$ cat src/rtl/sram_async_ctl.sv
module sram_async_ctl #(
  parameter int AW        = 17,
  parameter int DW        = 8,
  parameter int SETUP_CYC = 1,
  parameter int PULSE_CYC = 2,
  parameter int HOLD_CYC  = 1
) (
  input  logic          clk,
  input  logic          rst_n,
  input  logic          req_valid,
  output logic          req_ready,
  input  logic          req_write,
  input  logic [AW-1:0] req_addr,
  input  logic [DW-1:0] req_wdata,
  output logic          rsp_valid,
  output logic [DW-1:0] rsp_rdata,
  output logic [AW-1:0] mem_addr,
  output logic          mem_ce_n,
  output logic          mem_ce,
  output logic          mem_we_n,
  output logic          mem_oe_n,
  output logic [DW-1:0] mem_dq_out,
  input  logic [DW-1:0] mem_dq_in,
  output logic          mem_dq_oe
);

  localparam int MAX_AB = (SETUP_CYC > PULSE_CYC) ? SETUP_CYC : PULSE_CYC;
  localparam int MAXC   = (MAX_AB > HOLD_CYC) ? MAX_AB : HOLD_CYC;
  localparam int CW     = (MAXC < 2) ? 1 : $clog2(MAXC);

  typedef enum logic [2:0] {IDLE, TURN, SETUP, ACCESS, HOLD} st_t;

  st_t           st;
  logic [CW-1:0] cnt;
  logic [AW-1:0] addr_q;
  logic [DW-1:0] wdata_q;
  logic          wr_q;
  logic          last_rd;
  logic          sel;

  always_ff @(posedge clk) begin
    if (!rst_n) begin
      st        <= IDLE;
      cnt       <= '0;
      addr_q    <= '0;
      wdata_q   <= '0;
      wr_q      <= 1'b0;
      last_rd   <= 1'b0;
      rsp_valid <= 1'b0;
      rsp_rdata <= '0;
    end else begin
      rsp_valid <= 1'b0;
      case (st)
        IDLE: if (req_valid) begin
          addr_q  <= req_addr;
          wdata_q <= req_wdata;
          wr_q    <= req_write;
          if (req_write && last_rd) begin
            st <= TURN;
          end else begin
            st  <= SETUP;
            cnt <= CW'(SETUP_CYC - 1);
          end
        end
        TURN: begin
          st  <= SETUP;
          cnt <= CW'(SETUP_CYC - 1);
        end
        SETUP: if (cnt == '0) begin
          st  <= ACCESS;
          cnt <= CW'(PULSE_CYC - 1);
        end else begin
          cnt <= cnt - 1'b1;
        end
        ACCESS: if (cnt == '0) begin
          st  <= HOLD;
          cnt <= CW'(HOLD_CYC - 1);
          if (!wr_q) begin
            rsp_rdata <= mem_dq_in;
            rsp_valid <= 1'b1;
          end
        end else begin
          cnt <= cnt - 1'b1;
        end
        HOLD: if (cnt == '0) begin
          st      <= IDLE;
          last_rd <= !wr_q;
        end else begin
          cnt <= cnt - 1'b1;
        end
        default: st <= IDLE;
      endcase
    end
  end

  assign sel        = (st == SETUP) || (st == ACCESS) || (st == HOLD);
  assign req_ready  = (st == IDLE);
  assign mem_addr   = addr_q;
  assign mem_dq_out = wdata_q;
  assign mem_ce_n   = !sel;
  assign mem_ce     = sel;
  assign mem_we_n   = !((st == ACCESS) && wr_q);
  assign mem_oe_n   = !(sel && !wr_q && (st != HOLD));
  assign mem_dq_oe  = sel && wr_q;


  idle_pins_chk: assert property (@(posedge clk) disable iff (!rst_n)
    req_ready |-> (mem_ce_n && !mem_ce && mem_we_n && mem_oe_n && !mem_dq_oe));


  setup_before_pulse_chk: assert property (@(posedge clk) disable iff (!rst_n)
    $fell(mem_we_n) |-> $past(!mem_ce_n && mem_ce));


  hold_after_pulse_chk: assert property (@(posedge clk) disable iff (!rst_n)
    $rose(mem_we_n) |-> (!mem_ce_n && mem_ce));


  addr_stable_chk: assert property (@(posedge clk) disable iff (!rst_n)
    !mem_we_n |=> (mem_we_n || $stable(mem_addr)));


  wdata_stable_chk: assert property (@(posedge clk) disable iff (!rst_n)
    !mem_we_n |=> (mem_we_n || $stable(mem_dq_out)));


  no_contention_chk: assert property (@(posedge clk) disable iff (!rst_n)
    mem_dq_oe |-> mem_oe_n);


  turnaround_chk: assert property (@(posedge clk) disable iff (!rst_n)
    !mem_oe_n |=> !mem_dq_oe);


  rsp_pulse_chk: assert property (@(posedge clk) disable iff (!rst_n)
    rsp_valid |=> !rsp_valid);


  rsp_read_only_chk: assert property (@(posedge clk) disable iff (!rst_n)
    rsp_valid |-> $past(mem_we_n));

endmodule

$ cat config.mk
export PLATFORM = sky130hd
export DESIGN_NAME = sram_async_ctl
export DESIGN_NICKNAME = d
export VERILOG_FILES = /design/src/rtl/sram_async_ctl.sv
export SDC_FILE = /design/constraint.sdc
export NUM_CORES = 1
export LEC_CHECK = 0
export CORE_MARGIN = 8
export CORE_UTILIZATION = 42
export CTS_BUF_LIST = sky130_fd_sc_hd__clkbuf_8
export DETAILED_ROUTE_END_ITERATION = 7
export PLACE_DENSITY = 0.82
export SLEW_MARGIN = 40
export SYNTH_ARGS = -nofsm -noshare
export SYNTH_HDL_FRONTEND = slang
export SYNTH_SLANG_ARGS = --single-unit
$ cat constraint.sdc
create_clock -name clk -period 2.05 [get_ports clk]
set_clock_uncertainty 0.15 [all_clocks]
set_input_delay 0.41 -clock clk [delete_from_list [all_inputs] [get_ports clk]]
set_output_delay 0.41 -clock clk [all_outputs]
set_load 0.005 [all_outputs]
# Yosys cells after proc, flatten, opt, wreduce, memory -nomap -nowiden

Cells that the tools add are included.
W data, S select, Z words.

Input port bits: 37
Latch bits: 0
Bits in registers: 40
Memory bits (read-only): 0
Memories: 0
Output and inout bits: 40
Word-level logic and storage cells: 55
RAM bits: 0

Bitwise logic cells: 4
Multipliers: 0
$lt $le $gt $ge: 0
Shift-type cells: 0
Div/mod/pow operators: 0
Reductions and logical operators: 20
Muxes and demuxes: 12
Add/sub/neg operators: 1
Equality and inequality tests: 10

Operators with widths:

| kind                  | number |
|---|---|
| $pmux W3 S5           | 1 |
| $mux W3               | 4 |
| $ne A2 B2 Y1 const B  | 5 |
| $eq A3 B2 Y1 const B  | 2 |
| $reduce_and A3 Y1     | 2 |
| $logic_and A1 B1 Y1   | 5 |
| $mux W1               | 5 |
| $logic_not A1 Y1      | 4 |
| $not A1 Y1            | 4 |
| $pmux W1 S4           | 1 |
| $reduce_and A2 Y1     | 2 |
| $reduce_and A4 Y1     | 1 |
| $reduce_bool A4 Y1    | 1 |
| $eq A3 B1 Y1 const B  | 1 |
| $eq A3 B3 Y1 const B  | 1 |
| $logic_not A3 Y1      | 1 |
| $ne A3 B3 Y1 const B  | 1 |
| $reduce_or A3 Y1      | 1 |
| $logic_or A1 B1 Y1    | 2 |
| $mux W2               | 1 |
| $reduce_or A2 Y1      | 1 |
| $sub A1 B1 Y1 const B | 1 |

# Longest topological paths before layout

Depth in word-level cells: 6
Gate-level depth with buffers: 5
Depth with buffers taken out: 3

# Worst setup path before layout

OpenSTA, ideal clock, no wires.

Path kind: flip-flop to output port
Start: reg st[1]
End: out mem_oe_n
Data required time: 1.490 ns
Stages on the path, launching flop included: 3
Data arrival time: 0.971 ns
Path slack: 0.519 ns
Cell sequence: dfxtp_1 > buf_4 > or3b_2

Longest elaborated chain between the ends: 6
Elaborated cells on any way between the ends: 9
Those cells by class: 4 x eq/ne; 5 x reduce/logical

RTL lines:

| what                             | RTL line | RTL |
|---|---|---|
| start, declared                  | 33       | `st_t st;` |
| start signal, assigned           | 43       | `st <= IDLE;` |
| start signal, assigned           | 59       | `st <= TURN;` |
| start signal, assigned           | 61       | `st <= SETUP;` |
| $eq A3 B2 Y1                     | 96       | `assign sel = (st == SETUP) \|\| (st == ACCESS) \|\| (st == HOLD);` |
| $logic_or A1 B1 Y1 (2 in series) | 96       |  |
| $logic_and A1 B1 Y1              | 103      | `assign mem_oe_n = !(sel && !wr_q && (st != HOLD));` |
| $logic_and A1 B1 Y1 (*)          | 103      |  |
| $logic_not A1 Y1 (*)             | 103      |  |
| end, declared                    | 21       | `output logic mem_oe_n,` |

Every way passes the cells marked *; elsewhere a longest branch is shown, timed or not.

# Worst setup path in the final report

Start: reg st[1]
End: out mem_ce

Longest elaborated chain between the ends: 3
Elaborated cells on any way between the ends: 5
Those cells by class: 3 x eq/ne; 2 x reduce/logical

RTL lines:

| what                   | RTL line | RTL |
|---|---|---|
| $eq A3 B2 Y1           | 96       |  |
| $logic_or A1 B1 Y1     | 96       |  |
| $logic_or A1 B1 Y1 (*) | 96       |  |
| end, declared          | 19       | `output logic mem_ce,` |

Marks and branches as above.

==> results.json <==
{
  "die-area_mm2": 0.00608,
  "ios": 77,
  "clock_latency_ns": 0.29,
  "coreArea_mm2": 0.00369,
  "clockBufferDepth": 2,
  "antenna_left": 0,
  "crit_arrival_ns": 1.42,
  "synth_cells": 192,
  "yosysSeqAreaShare": 0.497,
  "hold_path_depth": 2,
  "critPathKind": "reg -> out",
  "setup_violations": 0,
  "reg2reg_slack_ns": 0.42,
  "place.gp.congestion": 0.737,
  "wl_met1_um": 1720,
  "synth_ff_type": "dfxtp_1",
  "dp_cells": 310,
  "fmax_mhz": 506,
  "rsz0062_at_grt": "no",
  "grt_pass1_wl_um": 7580,
  "worst_slack_ns": 0.0746,
  "utilization": 0.702,
  "rr_startpoint": "st[0]$_SDFFE_PN0P_",
  "synth_top_family_by_area": "simple AND/OR/NAND/NOR gates",
  "grt_overflow": 0,
  "dr_wl_met3_um": 375,
  "period_needed_ns": 1.98,
  "drt_wl_total_um": 4270,
  "dp_hpwl_um": 3080,
  "top_layer": "met4",
  "diodes": 0,
  "muxShareOfSynthArea": 0.0559,
  "slew_violations": 0,
  "synth_area_mm2": 0.00161,
  "worstPathRequired_ns": 1.49,
  "yosysWarnings": 0,
  "antenna_found_initial": 0,
  "hp-class": "reg -> reg",
  "die_x_um": 77.9,
  "grt_pass1_vias": 1671,
  "power_leakage_uw": 0.000983,
  "h-tree-depth": 2,
  "ys_types": 30,
  "die_height_um": 77.9,
  "viasPerCell": 4.94,
  "pre_cts_ws_ns": 0.156,
  "cts_sinks": 40,
  "synth_edf_count": 0,
  "relSlewSlack": 0.638,
  "drc": 0,
  "syn_nets": 229,
  "cts_inserted_buffers": 5,
  "path_clk_slew_ns": 0.07,
  "finalCritPeriodShare": 0.964,
  "final-hold-violation-count": 0,
  "layout_common_cells": "70 x clkdlybuf4s50_1, 48 x nand2_1, 37 x dfxtp_1",
  "setup.worst_path.end_class": "output port",
  "port_buffers": 76,
  "area_growth_pct": 60.6,
  "synth_xor_area_frac": 0,
  "synthAdderAreaFrac": 0,
  "holdPathEnd": "mem_addr[15]$_SDFFE_PN0P_",
  "start_util": 0.437,
  "power.density_mw_per_mm2": 710,
  "yosys_register_bits": 40,
  "wl_met2_um": 2130,
  "timing.rr.end": "mem_addr[8]$_SDFFE_PN0P_",
  "cts_root_buffer": "clkbuf_8",
  "start_kind": "register",
  "wl_per_cell_um": 13.4,
  "grt_max_degree": 53,
  "first_pass_iters": 4,
  "drive_gt1_frac": 0.107,
  "layout.cells.most_common": "clkdlybuf4s50_1",
  "status": "complete, no violations",
  "worstPathMaxFanout": 6,
  "stdcell_count": 320,
  "fp-row-count": 22,
  "fill_cells": 298,
  "vias": 1580,
  "ff2ff_path_depth": 6,
  "fin_setup_tns_ns": 0,
  "synth-compound-area-share": 0.116,
  "max_cap_violations": 0,
  "gr-usage-all-layers": 0.151,
  "tightest_slew_ns": 0.543,
  "fin_nets": 308,
  "peakVddDrop_mv": 0.360,
  "hold_start": "mem_addr[15]$_SDFFE_PN0P_",
  "drt_iter0_drc": 79,
  "cts_tree": "yes",
  "power_uw": 1840,
  "postCtsHoldBufs": 0,
  "synthSimpleGateAreaFrac": 0.273,
  "synth-async-reset-ratio": 0,
  "avgSynthCellArea_um2": 8.39
}
[final cells by class]
class	count	area (um2)	area share
flip-flops and latches	40	807	0.312
repair buffers	89	895	0.346
clock inverters	2	7.51	0.00290
well taps	48	60.1	0.0232
inverters	1	3.75	0.00145
clock buffers	6	82.6	0.0319
multi-input cells	134	733	0.283
[cells by family (layout without fill, tap and decap cells)]
group	after synthesis	in the layout
compound gates	33	33
buf+inv	18	98
flops	40	40
mux	9	9
simple gates	92	92
[synth_stat cells (2+ instances only)]
cell type   n  area (um2)
nand3_1    26         130
buf_4       4        30.0
o21ai_1     3        15.0
o21ai_0    23         115
mux2i_1     9        90.1
nand2_1    48         180
dfxtp_1    40         801
nor2b_1     2        12.5
nor2_1      4        15.0
buf_2       4        20.0
clkbuf_1    8        30.0
nor3_1      3        15.0
[state kept, by name (all words and copies together), names as in the netlist]
name,cells
mem_addr,17
mem_dq_out,8
rsp_rdata,8
st,3
cnt,1
last_rd,1
rsp_valid,1
wr_q,1
[how the worst max path moves through the flow]
| stage | startpoint | endpoint | slack [ns] | cells past startpoint |
|---|---|---|---|---|
| detailed placement | req_valid | mem_addr[3]$_SDFFE_PN0P_ | 0.16 | 5 |
| global route | st[1]$_SDFFE_PN0P_ | mem_ce | 0.003 | 4 |
| global placement | req_valid | wr_q$_SDFFE_PN0P_ | 0.21 | 5 |
| floorplan | st[1]$_SDFFE_PN0P_ | mem_oe_n | 0.52 | 2 |
| finish | st[1]$_SDFFE_PN0P_ | mem_ce | 0.07 | 4 |
| CTS | st[2]$_SDFFE_PN0P_ | mem_we_n | -0.004 | 4 |
[metrics by stage]
step	instance area [um2]	hold WS, ns
after detailed placement	2450	0.297
after CTS	2570	0.308
after global placement	2450	0.288
final	2590	0.305
after global routing	2590	0.323
after floorplan	1610	0.295
[metal layers]
layer | vias to the layer above | global-route usage
met3 | 5 | 0.0680
met5 | - | 0
met1 | 718 | 0.155
met2 | 49 | 0.266
li1 | 808 | -
met4 | 0 | 0.0500
[power by group]
part	switching [uW]	total (uW)	internal, uW
sequential	41.8	884	843
clock	250	514	264
combinational	176	440	264
[repair_timing]
action	in CTS	in global routing
gates resized for setup	8	6
endpoints found under the setup margin	6	5
setup buffers	2	0
cloned	0	0
[worst max-delay path, stage by stage (launching register included)]
cell,delay [ns]
dfxtp_4,0.37
nor2_4,0.11
mux2i_2,0.09
inv_1,0.06
clkdlybuf4s50_1,0.49
(Power assumes the default switching activity.)
